## src/rtl/pfq_unit.sv

```systemverilog
module pfq_unit #(
  parameter int          AW         = 20,
  parameter int          QBYTES     = 16,
  parameter logic [19:0] RESET_ADDR = 20'hFFFF0
) (
  input  logic          clk,
  input  logic          rst_n,
  input  logic          flush,
  input  logic [AW-1:0] flush_addr,
  input  logic          br_hint,
  input  logic [AW-1:0] br_target,
  output logic          mem_req,
  output logic [AW-1:0] mem_addr,
  input  logic          mem_ack,
  input  logic [15:0]   mem_rdata,
  output logic          pop_valid,
  output logic [7:0]    pop_byte,
  input  logic          pop_ready
);
  localparam int CW = $clog2(QBYTES + 1);
  localparam int PW = $clog2(QBYTES);

  logic [7:0]    qmem [QBYTES];
  logic [PW-1:0] head, tail;
  logic [CW-1:0] count;
  logic [AW-1:0] fptr, spec_addr, sel_addr;
  logic          spec_pend, room, xfer, wr, pop;
  logic [1:0]    wr_n;

  assign room      = count <= CW'(QBYTES - 2);
  assign mem_req   = spec_pend | room;
  assign sel_addr  = spec_pend ? spec_addr : fptr;
  assign mem_addr  = {sel_addr[AW-1:1], 1'b0};
  assign pop_valid = count != '0;
  assign pop_byte  = qmem[head];

  assign xfer = mem_req & mem_ack & ~flush;
  assign wr   = xfer & ~spec_pend;
  assign wr_n = !wr ? 2'd0 : (fptr[0] ? 2'd1 : 2'd2);
  assign pop  = pop_valid & pop_ready & ~flush;

  always_ff @(posedge clk) begin
    if (wr) begin
      if (fptr[0]) begin
        qmem[tail] <= mem_rdata[15:8];
      end else begin
        qmem[tail]           <= mem_rdata[7:0];
        qmem[tail + PW'(1)]  <= mem_rdata[15:8];
      end
    end
  end

  always_ff @(posedge clk) begin
    if (!rst_n) begin
      head      <= '0;
      tail      <= '0;
      count     <= '0;
      fptr      <= AW'(RESET_ADDR);
      spec_addr <= '0;
      spec_pend <= 1'b0;
    end else if (flush) begin
      head      <= '0;
      tail      <= '0;
      count     <= '0;
      fptr      <= flush_addr;
      spec_pend <= 1'b0;
    end else begin
      if (pop) head <= head + PW'(1);
      tail  <= tail + PW'(wr_n);
      fptr  <= fptr + AW'(wr_n);
      count <= count + CW'(wr_n) - CW'(pop);
      if (br_hint) begin
        spec_pend <= 1'b1;
        spec_addr <= br_target;
      end else if (xfer && spec_pend) begin
        spec_pend <= 1'b0;
      end
    end
  end
endmodule


```

## config.mk

```make
export PLATFORM = sky130hd
export DESIGN_NAME = pfq_unit
export DESIGN_NICKNAME = d
export VERILOG_FILES = /design/src/rtl/pfq_unit.sv
export SDC_FILE = /design/constraint.sdc
export NUM_CORES = 1
export LEC_CHECK = 0
export BUFFER_PORTS_ARGS = -buffer_cell sky130_fd_sc_hd__buf_4
export CAP_MARGIN = 30
export CORE_ASPECT_RATIO = 0.7
export CORE_MARGIN = 2
export CORE_UTILIZATION = 50
export CTS_CLUSTER_DIAMETER = 120
export DETAILED_ROUTE_END_ITERATION = 16
export PLACE_DENSITY = 0.69
export SLEW_MARGIN = 20
export SYNTH_ARGS = -nofsm -noshare
export SYNTH_HDL_FRONTEND = slang
export SYNTH_SLANG_ARGS = --single-unit
export TNS_END_PERCENT = 10
```

## constraint.sdc

```tcl
create_clock -name clk -period 5.6 [get_ports clk]
set_input_delay 0.84 -clock clk [delete_from_list [all_inputs] [get_ports clk]]
set_output_delay 0.84 -clock clk [all_outputs]
set_load 0.01 [all_outputs]
```

==> flow_metrics.env, run 1 <==
export IMPL_swShare_pct=28.2
export IMPL_root_buffer="clkbuf_16"
export IMPL_ant_nets=0
export IMPL_syn_inst=727
export IMPL_synth_most_common_cell="edfxtp_1"
export IMPL_synth_seq_cells=185
export IMPL_p_int_w=0.00244
export IMPL_outcome="complete, no violations"
export IMPL_grt_max_degree=52
export IMPL_worstPathMaxFanout=20
export IMPL_area_delta_synth_final_pct=15.0
export IMPL_finalSetupViolations=0
export IMPL_clkPwrFrac_pct=34.7
export IMPL_htree_levels=4
export IMPL_slew_headroom_pct=27.8
export IMPL_antenna_found_initial=0
export IMPL_dp_hpwl_um=16300
export IMPL_cts_tree="built"
export IMPL_min_path_type="reg2reg"
export IMPL_grt_pass1_wl_um=37200
export IMPL_routed_wirelength_um=23600
export IMPL_fill_cells=1517
export IMPL_ys_top_cells_by_count="edfxtp_1 (128), mux2_1 (106), nand2_1 (76), dfxtp_1 (57)"
export IMPL_synth_edf_count=128
export IMPL_viasPerCell=5.93
export IMPL_clk_path_buf_depth=2
export IMPL_design_die_area_um2=20700
export IMPL_dr_pass1_iters=8
export IMPL_io_pins=92
export IMPL_ys_warn_count=0
export IMPL_worstSetupEndpoint="pop_byte[1]"
export IMPL_switchingPower_w=0.000961
export IMPL_fin_tns_setup_ps=0
export IMPL_core_area_um2=19000
export IMPL_crit_path_end_kind="primary output"
export IMPL_fin_crit_sh_pct=68.8
export IMPL_ys_types=56
export IMPL_power_frac_comb_pct=18.9
export IMPL_hold_depth=2
export IMPL_fp_dieW_um=171
export IMPL_crit_path_start_kind="register"
export IMPL_wire_per_inst_um=21.8
export IMPL_grt_total_usage_pct=24.2
export IMPL_fin_area_um2=11200
export IMPL_gp_congestion=0.828
export IMPL_maxCapViolCount=0
export IMPL_p_seq_share_pct=46.4
export IMPL_num_vias=6427
export IMPL_placed_area_um2=10600
export IMPL_start_util_pct=51.3
export IMPL_clock_latency_ps=430
export IMPL_yosysSeqAreaShare_pct=51.1
export IMPL_ff2ff_setup_slack_ps=2010
export IMPL_period_needed_ps=3850
export IMPL_synth_ff_type="edfxtp_1"
export IMPL_r2r_start="count[2]$_SDFF_PP0_"
export IMPL_arrival_ps=3010
export IMPL_syn_avg_cell_area_um2=13.4
export IMPL_r2r_end="fptr[14]$_SDFF_PN1_"
export IMPL_holdBufCountCts=0
export IMPL_r2r_cells=12
export IMPL_hold_viol_final=0
export IMPL_syn_area_um2=9760
export IMPL_clkSinkCount=185
export IMPL_tightest_slew_ps=1080
export IMPL_power_density_nw_per_um2=303
export IMPL_n_antenna_cell=0
export IMPL_synthArstFlopShare_pct=0
export IMPL_gr_total_overflow=0
export IMPL_first_iter_violations=559
export IMPL_yosysTopAreaCell="edfxtp_1"
export IMPL_post_cts_buffers=0
export IMPL_synthTopCellsByArea="edfxtp_1 (39%), mux2_1 (12%), dfxtp_1 (12%)"
export IMPL_yosys_area_top_type_share_pct=39.4
export IMPL_portBuffers=89
export IMPL_fmax_ghz=0.260
export IMPL_worstSetupPathType="reg2out"
export IMPL_synth_net_count=805
export IMPL_numCtsBuffers=17
export IMPL_worst_ep_required_time_ps=4760
export IMPL_grt_setup_unrepaired="no"
export IMPL_die_h_um=121
export IMPL_cts_resized=0
export IMPL_skew_ps=10.2
export IMPL_drc=0
export IMPL_finalNetCount=884
export IMPL_power_leakage_nw=3.95
export IMPL_clk_pin_slew_worst_paths_ps=80
export IMPL_slew_violations=0
export IMPL_irDropWorstVdd_uv=174
export IMPL_core_rowCount=42
export IMPL_grt_pass1_vias=6556
export IMPL_drive_gt1_share_pct=29.1
worst min path at each step:
stage,end,start
5_1_grt,spec_addr[14]$_SDFFE_PN0P_,spec_addr[14]$_SDFFE_PN0P_
3_5_place_dp,spec_addr[14]$_SDFFE_PN0P_,spec_addr[14]$_SDFFE_PN0P_
6_report,spec_addr[14]$_SDFFE_PN0P_,spec_addr[14]$_SDFFE_PN0P_
3_3_place_gp,spec_addr[11]$_SDFFE_PN0P_,spec_addr[11]$_SDFFE_PN0P_
2_1_floorplan,spec_addr[10]$_SDFFE_PN0P_,spec_addr[10]$_SDFFE_PN0P_
4_1_cts,spec_addr[16]$_SDFFE_PN0P_,spec_addr[16]$_SDFFE_PN0P_
power groups by stage:
stage                     clock (W)  sequential (W)  combinational [W]
final                       0.00118         0.00158           0.000642
after global routing        0.00125         0.00159           0.000709
after CTS                   0.00119         0.00158           0.000638
after detailed placement          0         0.00161           0.000632
after global placement            0         0.00161           0.000603
after floorplan                   0         0.00158           0.000458
layout make-up:
| class | instances | area (µm²) | share of cell area (%) |
|---|---|---|---|
| timing repair buffer | 108 | 818 | 7.29 |
| clock buffer | 17 | 425 | 3.79 |
| sequential | 185 | 4990 | 44.4 |
| inverter | 18 | 67.6 | 0.602 |
| clock inverter | 15 | 146 | 1.30 |
| multi-input combinational | 476 | 4450 | 39.7 |
| tap | 264 | 330 | 2.94 |
logic make-up after synthesis:
logic type,share of synthesized area [%]
AOI/OAI and AO/OA,5.11
xor gates and xnor gates,1.53
adders and majority gates,2.28
buffers and inverters,3.31
DFF,51.1
muxes,27.5
other,0.0384
and+or+nand+nor,9.15
cells in the final DEF, fill, tap and decap left out, types with 4 or more instances in the layout:
cell type,Yosys,routed
buf_4,1,106
mux4_2,40,40
a21boi_0,19,19
inv_1,18,18
clkbuf_16,0,17
o21ai_1,0,5
nand3b_1,9,9
ha_1,13,13
and4_1,7,7
xnor2_1,6,6
nor2_1,26,26
o211ai_1,7,7
mux2_1,106,106
o311a_1,5,5
dfxtp_1,57,56
a21oi_1,7,7
nand2_1,76,76
and2_1,7,7
o21ai_0,20,15
nand3_1,11,11
nor3_1,4,4
inv_6,0,6
mux2_4,8,8
and3_1,5,5
mux2_2,40,40
xor2_1,11,11
inv_8,0,5
nand2b_1,6,6
edfxtp_1,128,128
sequential cells by signal, indices dropped and copies added, names as in the netlist, named ones only:
name	count
count	5
spec_addr	19
head	4
spec_pend	1
fptr	20
tail	4
qmem	128
routing by layer:
layer / GRT usage [%] / part of all wire, % / vias up
li1: - / - / 2919
met5: 0 / 0 / -
met1: 34.5 / 44 / 3231
met3: 5.77 / 8.5 / 29
met4: 6.83 / 1.4 / 0
met2: 37.3 / 46 / 248
critical path, stage by stage (launching register included):
cell and delay (ps):
dfxtp_2 840, buf_4 420, mux4_2 620, mux4_2 520, buf_4 170
through the flow:
stage,utilization [%],setup WS [ps],power [W],std cells,hold slack [ps]
after floorplan,-,2120,0.00204,727,440
after global placement,55.7,1540,0.00221,1045,447
after detailed placement,55.9,1500,0.00224,1048,456
after CTS,58.9,1690,0.00341,1080,467
after global routing,59.0,1570,0.00354,1083,493
final,59.0,1750,0.00340,1083,463
(Power assumes the default switching activity.)
==> inputs of run 2 (changes only) <==
Settings changed: ABC_AREA set to 1.
Clock period 5.6 ns to 3.85 ns, I/O delays scaled along.
==> flow_metrics.env, run 2 <==
export IMPL_hold_viol_final=0
export IMPL_clock_latency_ps=450
export IMPL_dr_pass1_iters=6
export IMPL_reg_top3="qmem (128), fptr (20), spec_addr (19)"
export IMPL_synth_most_common_cell="nand2_1"
export IMPL_max_stage_delay_ps=440
export IMPL_clk_pin_slew_worst_paths_ps=80
export IMPL_slew_violations=0
export IMPL_numCtsBuffers=17
export IMPL_viasPerCell=5.73
export IMPL_num_vias=9340
export IMPL_power_leakage_nw=5.07
export IMPL_grt_setup_unrepaired="no"
export IMPL_critPathBufInv=4
export IMPL_mostFrequentLayoutCells="nand2_1 (382), nand3_1 (163), edfxtp_1 (128)"
export IMPL_cts_tree="built"
export IMPL_maxCapViolCount=0
export IMPL_fmax_ghz=0.328
export IMPL_skew_ps=10.1
export IMPL_synth_net_count=1389
export IMPL_yosys_area_top_type_share_pct=36.5
export IMPL_arrival_ps=3440
export IMPL_yosysTopAreaCell="edfxtp_1"
export IMPL_final_util_pct=56.5
export IMPL_drc=0
export IMPL_core_rowCount=44
export IMPL_post_cts_buffers=0
export IMPL_fin_tns_setup_ps=0
export IMPL_largest_register_ffs=128
export IMPL_period_needed_ps=3050
export IMPL_synth_seq_cells=185
export IMPL_gp_congestion=0.902
export IMPL_htree_levels=4
export IMPL_first_iter_violations=1200
export IMPL_clkSinkCount=185
export IMPL_area_delta_synth_final_pct=11.2
export IMPL_n_antenna_cell=0
export IMPL_holdBufCountCts=0
export IMPL_antenna_found_initial=0
export IMPL_finalSetupViolations=0
export IMPL_yosysSeqAreaShare_pct=47.4
export IMPL_design_die_area_um2=22200
export IMPL_cp_top_family="simple AND/OR/NAND/NOR gates"
export IMPL_ys_warn_count=0
export IMPL_synthTopCellsByArea="edfxtp_1 (37%), nand2_1 (14%), dfxtp_1 (11%)"
export IMPL_cts_resized=0
export IMPL_die_h_um=125
export IMPL_start_util_pct=50.8
export IMPL_syn_avg_cell_area_um2=8.03
export IMPL_worst_ep_required_time_ps=4240
export IMPL_slew_headroom_pct=37.3
export IMPL_crit_path_end_kind="register"
export IMPL_core_area_um2=20700
export IMPL_synthArstFlopShare_pct=0
export IMPL_routed_wirelength_um=31400
export IMPL_gr_total_overflow=0
export IMPL_regMostFlops="qmem"
export IMPL_irDropWorstVdd_uv=303
export IMPL_crit_chain="inv_2 > ha_1 > nand3_1 > nand2_1 > nand2_2 > nand2_4 > nor2_8 > inv_2 > fa_1 > inv_1 > nand3_1 > nor2_1 > nand2_1 > nor2_1 > inv_1 > o21ai_0 > nand3_1 > nand2_1"
export IMPL_ys_top_cells_by_count="nand2_1 (382), nand3_1 (163), edfxtp_1 (128), inv_1 (95), o21ai_0 (91)"
export IMPL_worstPathMaxFanout=14
export IMPL_grt_pass1_wl_um=47500
export IMPL_drive_gt1_share_pct=12.4
export IMPL_worstSetupPathType="reg2reg"
export IMPL_final_common_cell="nand2_1"
export IMPL_finalNetCount=1418
export IMPL_wire_per_inst_um=19.3
export IMPL_min_path_type="in2reg"
export IMPL_critPathSlowestCell="fa_1"
export IMPL_root_buffer="clkbuf_16"
export IMPL_clk_path_buf_depth=2
export IMPL_ant_nets=0
export IMPL_grt_max_degree=38
export IMPL_syn_area_um2=10500
export IMPL_fin_worst_hold_slack_ps=336
export IMPL_fp_dieW_um=177
export IMPL_ys_types=38
export IMPL_fin_crit_sh_pct=79.3
export IMPL_outcome="complete, no violations"
export IMPL_portBuffers=89
export IMPL_grt_total_usage_pct=28.2
export IMPL_dp_hpwl_um=20800
export IMPL_grt_pass1_vias=8642
export IMPL_power_density_nw_per_um2=407
export IMPL_synth_edf_count=128
export IMPL_tightest_slew_ps=940
export IMPL_syn_inst=1311
export IMPL_crit_path_start_kind="register"
export IMPL_fill_cells=1898
export IMPL_synth_ff_type="edfxtp_1"
export IMPL_io_pins=92
-- run 2: changes by cell type in the layout (fill, tap and decap cells not counted), sizes merged, moves of 30 or more --
cell	before	now
nand2	76	386
a21oi	7	63
inv	29	112
nand3	11	171
mux2	154	3
mux2i	2	32
mux4	40	0
nor2	27	81
o21ai	20	93
-- run 2: final cells by class --
class                           instances  area [µm²]  share of cell area (%)
Multi-Input combinational cell        921        4600                    39.3
Inverter                              114         428                    3.66
Timing Repair Buffer                  101         766                    6.54
Sequential cell                       185        4990                    42.6
Clock buffer                           22         497                    4.24
Clock inverter                         10        77.6                   0.663
Tap cell                              276         345                    2.95
-- run 2: path summary, 6_finish.rpt --
kind | startpoint | endpoint | slack, ps | depth (start not counted)
worst max-delay path | count[4]$_SDFF_PP0_ | fptr[16]$_SDFF_PN1_ | 800 | 18
worst min-delay path | flush_addr[10] | fptr[10]$_SDFF_PN1_ | 340 | 3
worst max register to register | count[4]$_SDFF_PP0_ | fptr[16]$_SDFF_PN1_ | 800 | 18
worst min register to register | head[2]$_SDFFE_PP0P_ | head[2]$_SDFFE_PP0P_ | 490 | 2
-- run 2: metal layers --
metal,vias up,wire (µm),GRT usage (%)
met5,-,0,0
met4,0,799,10.0
met3,83,3850,7.00
met2,537,13500,41.4
met1,4296,13300,40.4
li1,4424,-,-
-- run 2: kinds of logic after synthesis --
group	after synthesis	share of synthesized area, %
AO/OA/AOI/OAI	193	10.0
AND/OR/NAND/NOR	673	27.9
multiplexers	35	3.36
XOR/XNOR	3	0.250
flip-flops	185	47.4
other	1	0.0356
adder cells (fa/ha/maj)	16	2.12
buffers and inverters	205	8.90
-- run 2: worst register-to-register path: stages, from the launching register on --
cell	delay (ps)
dfxtp_1	330
inv_2	60
ha_1	180
nand3_1	70
nand2_1	60
nand2_2	160
nand2_4	150
nor2_8	210
inv_2	140
fa_1	450
inv_1	100
nand3_1	100
nor2_1	260
nand2_1	170
nor2_1	180
inv_1	70
o21ai_0	140
nand3_1	80
nand2_1	70
-- run 2: through the flow --
stage,area (µm²),instances,power (W),setup WS [ps]
finish,11700,1629,0.00477,798
global route,11700,1629,0.00492,428
CTS,11700,1628,0.00475,806
detailed placement,11100,1596,0.00305,627
global placement,11100,1596,0.00303,693
floorplan,10500,1311,0.00281,1300
-- run 2: report_power, final --
part | leakage, nW | switching [W] | internal [W]
Clock | 0.287 | 0.000806 | 0.000933
Combinational | 3.16 | 0.000492 | 0.000283
Sequential | 1.62 | 0.0000450 | 0.00221
==> inputs of run 3 (changes only) <==
Clock period 3.85 ns to 3 ns, I/O delays scaled along.
==> flow_metrics.env, run 3 (synthesis results as in run 2) <==
export IMPL_fin_area_um2=11800
export IMPL_clock_latency_ps=440
export IMPL_htree_levels=4
export IMPL_max_stage_delay_ps=730
export IMPL_num_vias=9363
export IMPL_power_frac_comb_pct=16.2
export IMPL_mostFrequentLayoutCells="nand2_1 (382), nand3_1 (163), edfxtp_1 (128)"
export IMPL_switchingPower_w=0.00171
export IMPL_power_leakage_nw=5.16
export IMPL_die_h_um=125
export IMPL_finalNetCount=1434
export IMPL_area_delta_synth_final_pct=12.5
export IMPL_start_util_pct=50.8
export IMPL_tightest_slew_ps=928
export IMPL_dr_pass1_iters=6
export IMPL_grt_total_usage_pct=28.4
export IMPL_core_area_um2=20700
export IMPL_fmax_ghz=0.349
export IMPL_crit_chain="buf_4 > a21oi_1 > o21ai_0 > o211ai_1 > o211ai_1 > nand2_1 > buf_4"
export IMPL_worstSetupPathType="reg2out"
export IMPL_core_rowCount=44
export IMPL_n_antenna_cell=0
export IMPL_post_cts_buffers=0
export IMPL_fp_dieW_um=177
export IMPL_crit_path_start_kind="register"
export IMPL_dp_hpwl_um=21100
export IMPL_root_buffer="clkbuf_16"
export IMPL_reg_top3="qmem (128), fptr (20), spec_addr (19)"
export IMPL_fin_crit_sh_pct=95.5
export IMPL_pre_cts_slack_ps=174
export IMPL_ff2ff_setup_slack_ps=230
export IMPL_maxCapViolCount=0
export IMPL_hold_viol_final=0
export IMPL_r2r_cells=18
export IMPL_critPathSlowestCell="dfxtp_4"
export IMPL_power_density_nw_per_um2=522
export IMPL_clkPwrFrac_pct=37.0
export IMPL_clkSinkCount=185
export IMPL_largest_register_ffs=128
export IMPL_gp_congestion=0.909
export IMPL_cts_resized=0
export IMPL_finalSetupViolations=0
export IMPL_first_iter_violations=1129
export IMPL_p_int_w=0.00447
export IMPL_period_needed_ps=2860
export IMPL_drc=0
export IMPL_antenna_found_initial=0
export IMPL_skew_ps=10.7
export IMPL_clk_path_buf_depth=2
export IMPL_grt_setup_unrepaired="no"
export IMPL_ant_nets=0
export IMPL_p_seq_share_pct=46.7
export IMPL_drive_gt1_share_pct=13.7
export IMPL_grt_pass1_vias=8788
export IMPL_grt_pass1_wl_um=47800
export IMPL_holdBufCountCts=0
export IMPL_crit_path_end_kind="primary output"
export IMPL_routed_wirelength_um=31200
export IMPL_swShare_pct=27.7
export IMPL_design_die_area_um2=22200
export IMPL_final_common_cell="nand2_1"
export IMPL_clk_pin_slew_worst_paths_ps=70
export IMPL_numCtsBuffers=17
export IMPL_gr_total_overflow=0
export IMPL_worst_ep_required_time_ps=2550
export IMPL_grt_max_degree=38
export IMPL_cts_tree="built"
export IMPL_power_w=0.00619
export IMPL_placed_area_um2=11200
export IMPL_fin_tns_setup_ps=0
export IMPL_setup_ws_ps=136
export IMPL_min_path_type="in2reg"
export IMPL_hold_depth=3
export IMPL_outcome="complete, no violations"
export IMPL_wire_per_inst_um=19.0
export IMPL_worstPathMaxFanout=35
export IMPL_slew_violations=0
export IMPL_regMostFlops="qmem"
export IMPL_arrival_ps=2410
export IMPL_viasPerCell=5.69
export IMPL_portBuffers=89
export IMPL_slew_headroom_pct=38.1
export IMPL_irDropWorstVdd_uv=336
export IMPL_io_pins=92
run 3: cell count changes in the layout (fill, tap and decap cells not counted), sizes merged:
cell / previous run / this run
buf: 101 / 117
bufinv: 0 / 1
clkbuf: 22 / 21
run 3: routing by layer:
metal / track usage (%) / up-vias / routed length [µm]
li1: - / 4457 / -
met1: 41.2 / 4345 / 13600
met2: 40.8 / 503 / 13200
met3: 7.94 / 58 / 3700
met4: 9.35 / 0 / 736
met5: 0 / - / 0
run 3: final timing paths:
path,endpoint,startpoint
max,pop_byte[5],register
min,fptr[10]$_SDFF_PN1_,flush_addr[10]
max reg2reg,fptr[16]$_SDFF_PN1_,count[4]$_SDFF_PP0_
min reg2reg,spec_addr[14]$_SDFFE_PN0P_,spec_addr[14]$_SDFFE_PN0P_
run 3: final cells by class:
| class | instances | area [µm²] |
|---|---|---|
| clock buffer | 21 | 504 |
| clock inverter | 11 | 92.6 |
| fill | 1875 | 8850 |
| inverter | 114 | 428 |
| multi-input combinational | 921 | 4610 |
| sequential | 185 | 4990 |
| tap | 276 | 345 |
| timing repair buffer | 117 | 878 |
run 3: stage by stage:
| step | util (%) | hold WS [ps] | cells |
|---|---|---|---|
| 2_1_floorplan | - | 447 | 1311 |
| 3_3_place_gp | 54.3 | 474 | 1613 |
| 3_5_place_dp | 54.3 | 481 | 1613 |
| 4_1_cts | 57.2 | 214 | 1645 |
| 5_1_grt | 57.2 | 223 | 1645 |
| 6_report | 57.2 | 219 | 1645 |
run 3: worst max-delay path: cells and delay by family (launching register included):
| family | cells | cell delay, ps |
|---|---|---|
| AND/OR/NAND/NOR | 1 | 120 |
| buffers and inverters | 2 | 530 |
| flip-flops | 1 | 730 |
| AO/OA/AOI/OAI | 4 | 560 |
run 3: power by group through the flow:
stage	Clock, W	Sequential, W	Combinational, W
finish	0.00229	0.00289	0.00100
global route	0.00239	0.00290	0.00111
CTS	0.00229	0.00289	0.000990
detailed placement	0	0.00295	0.000983
global placement	0	0.00294	0.000958
floorplan	0	0.00292	0.000686
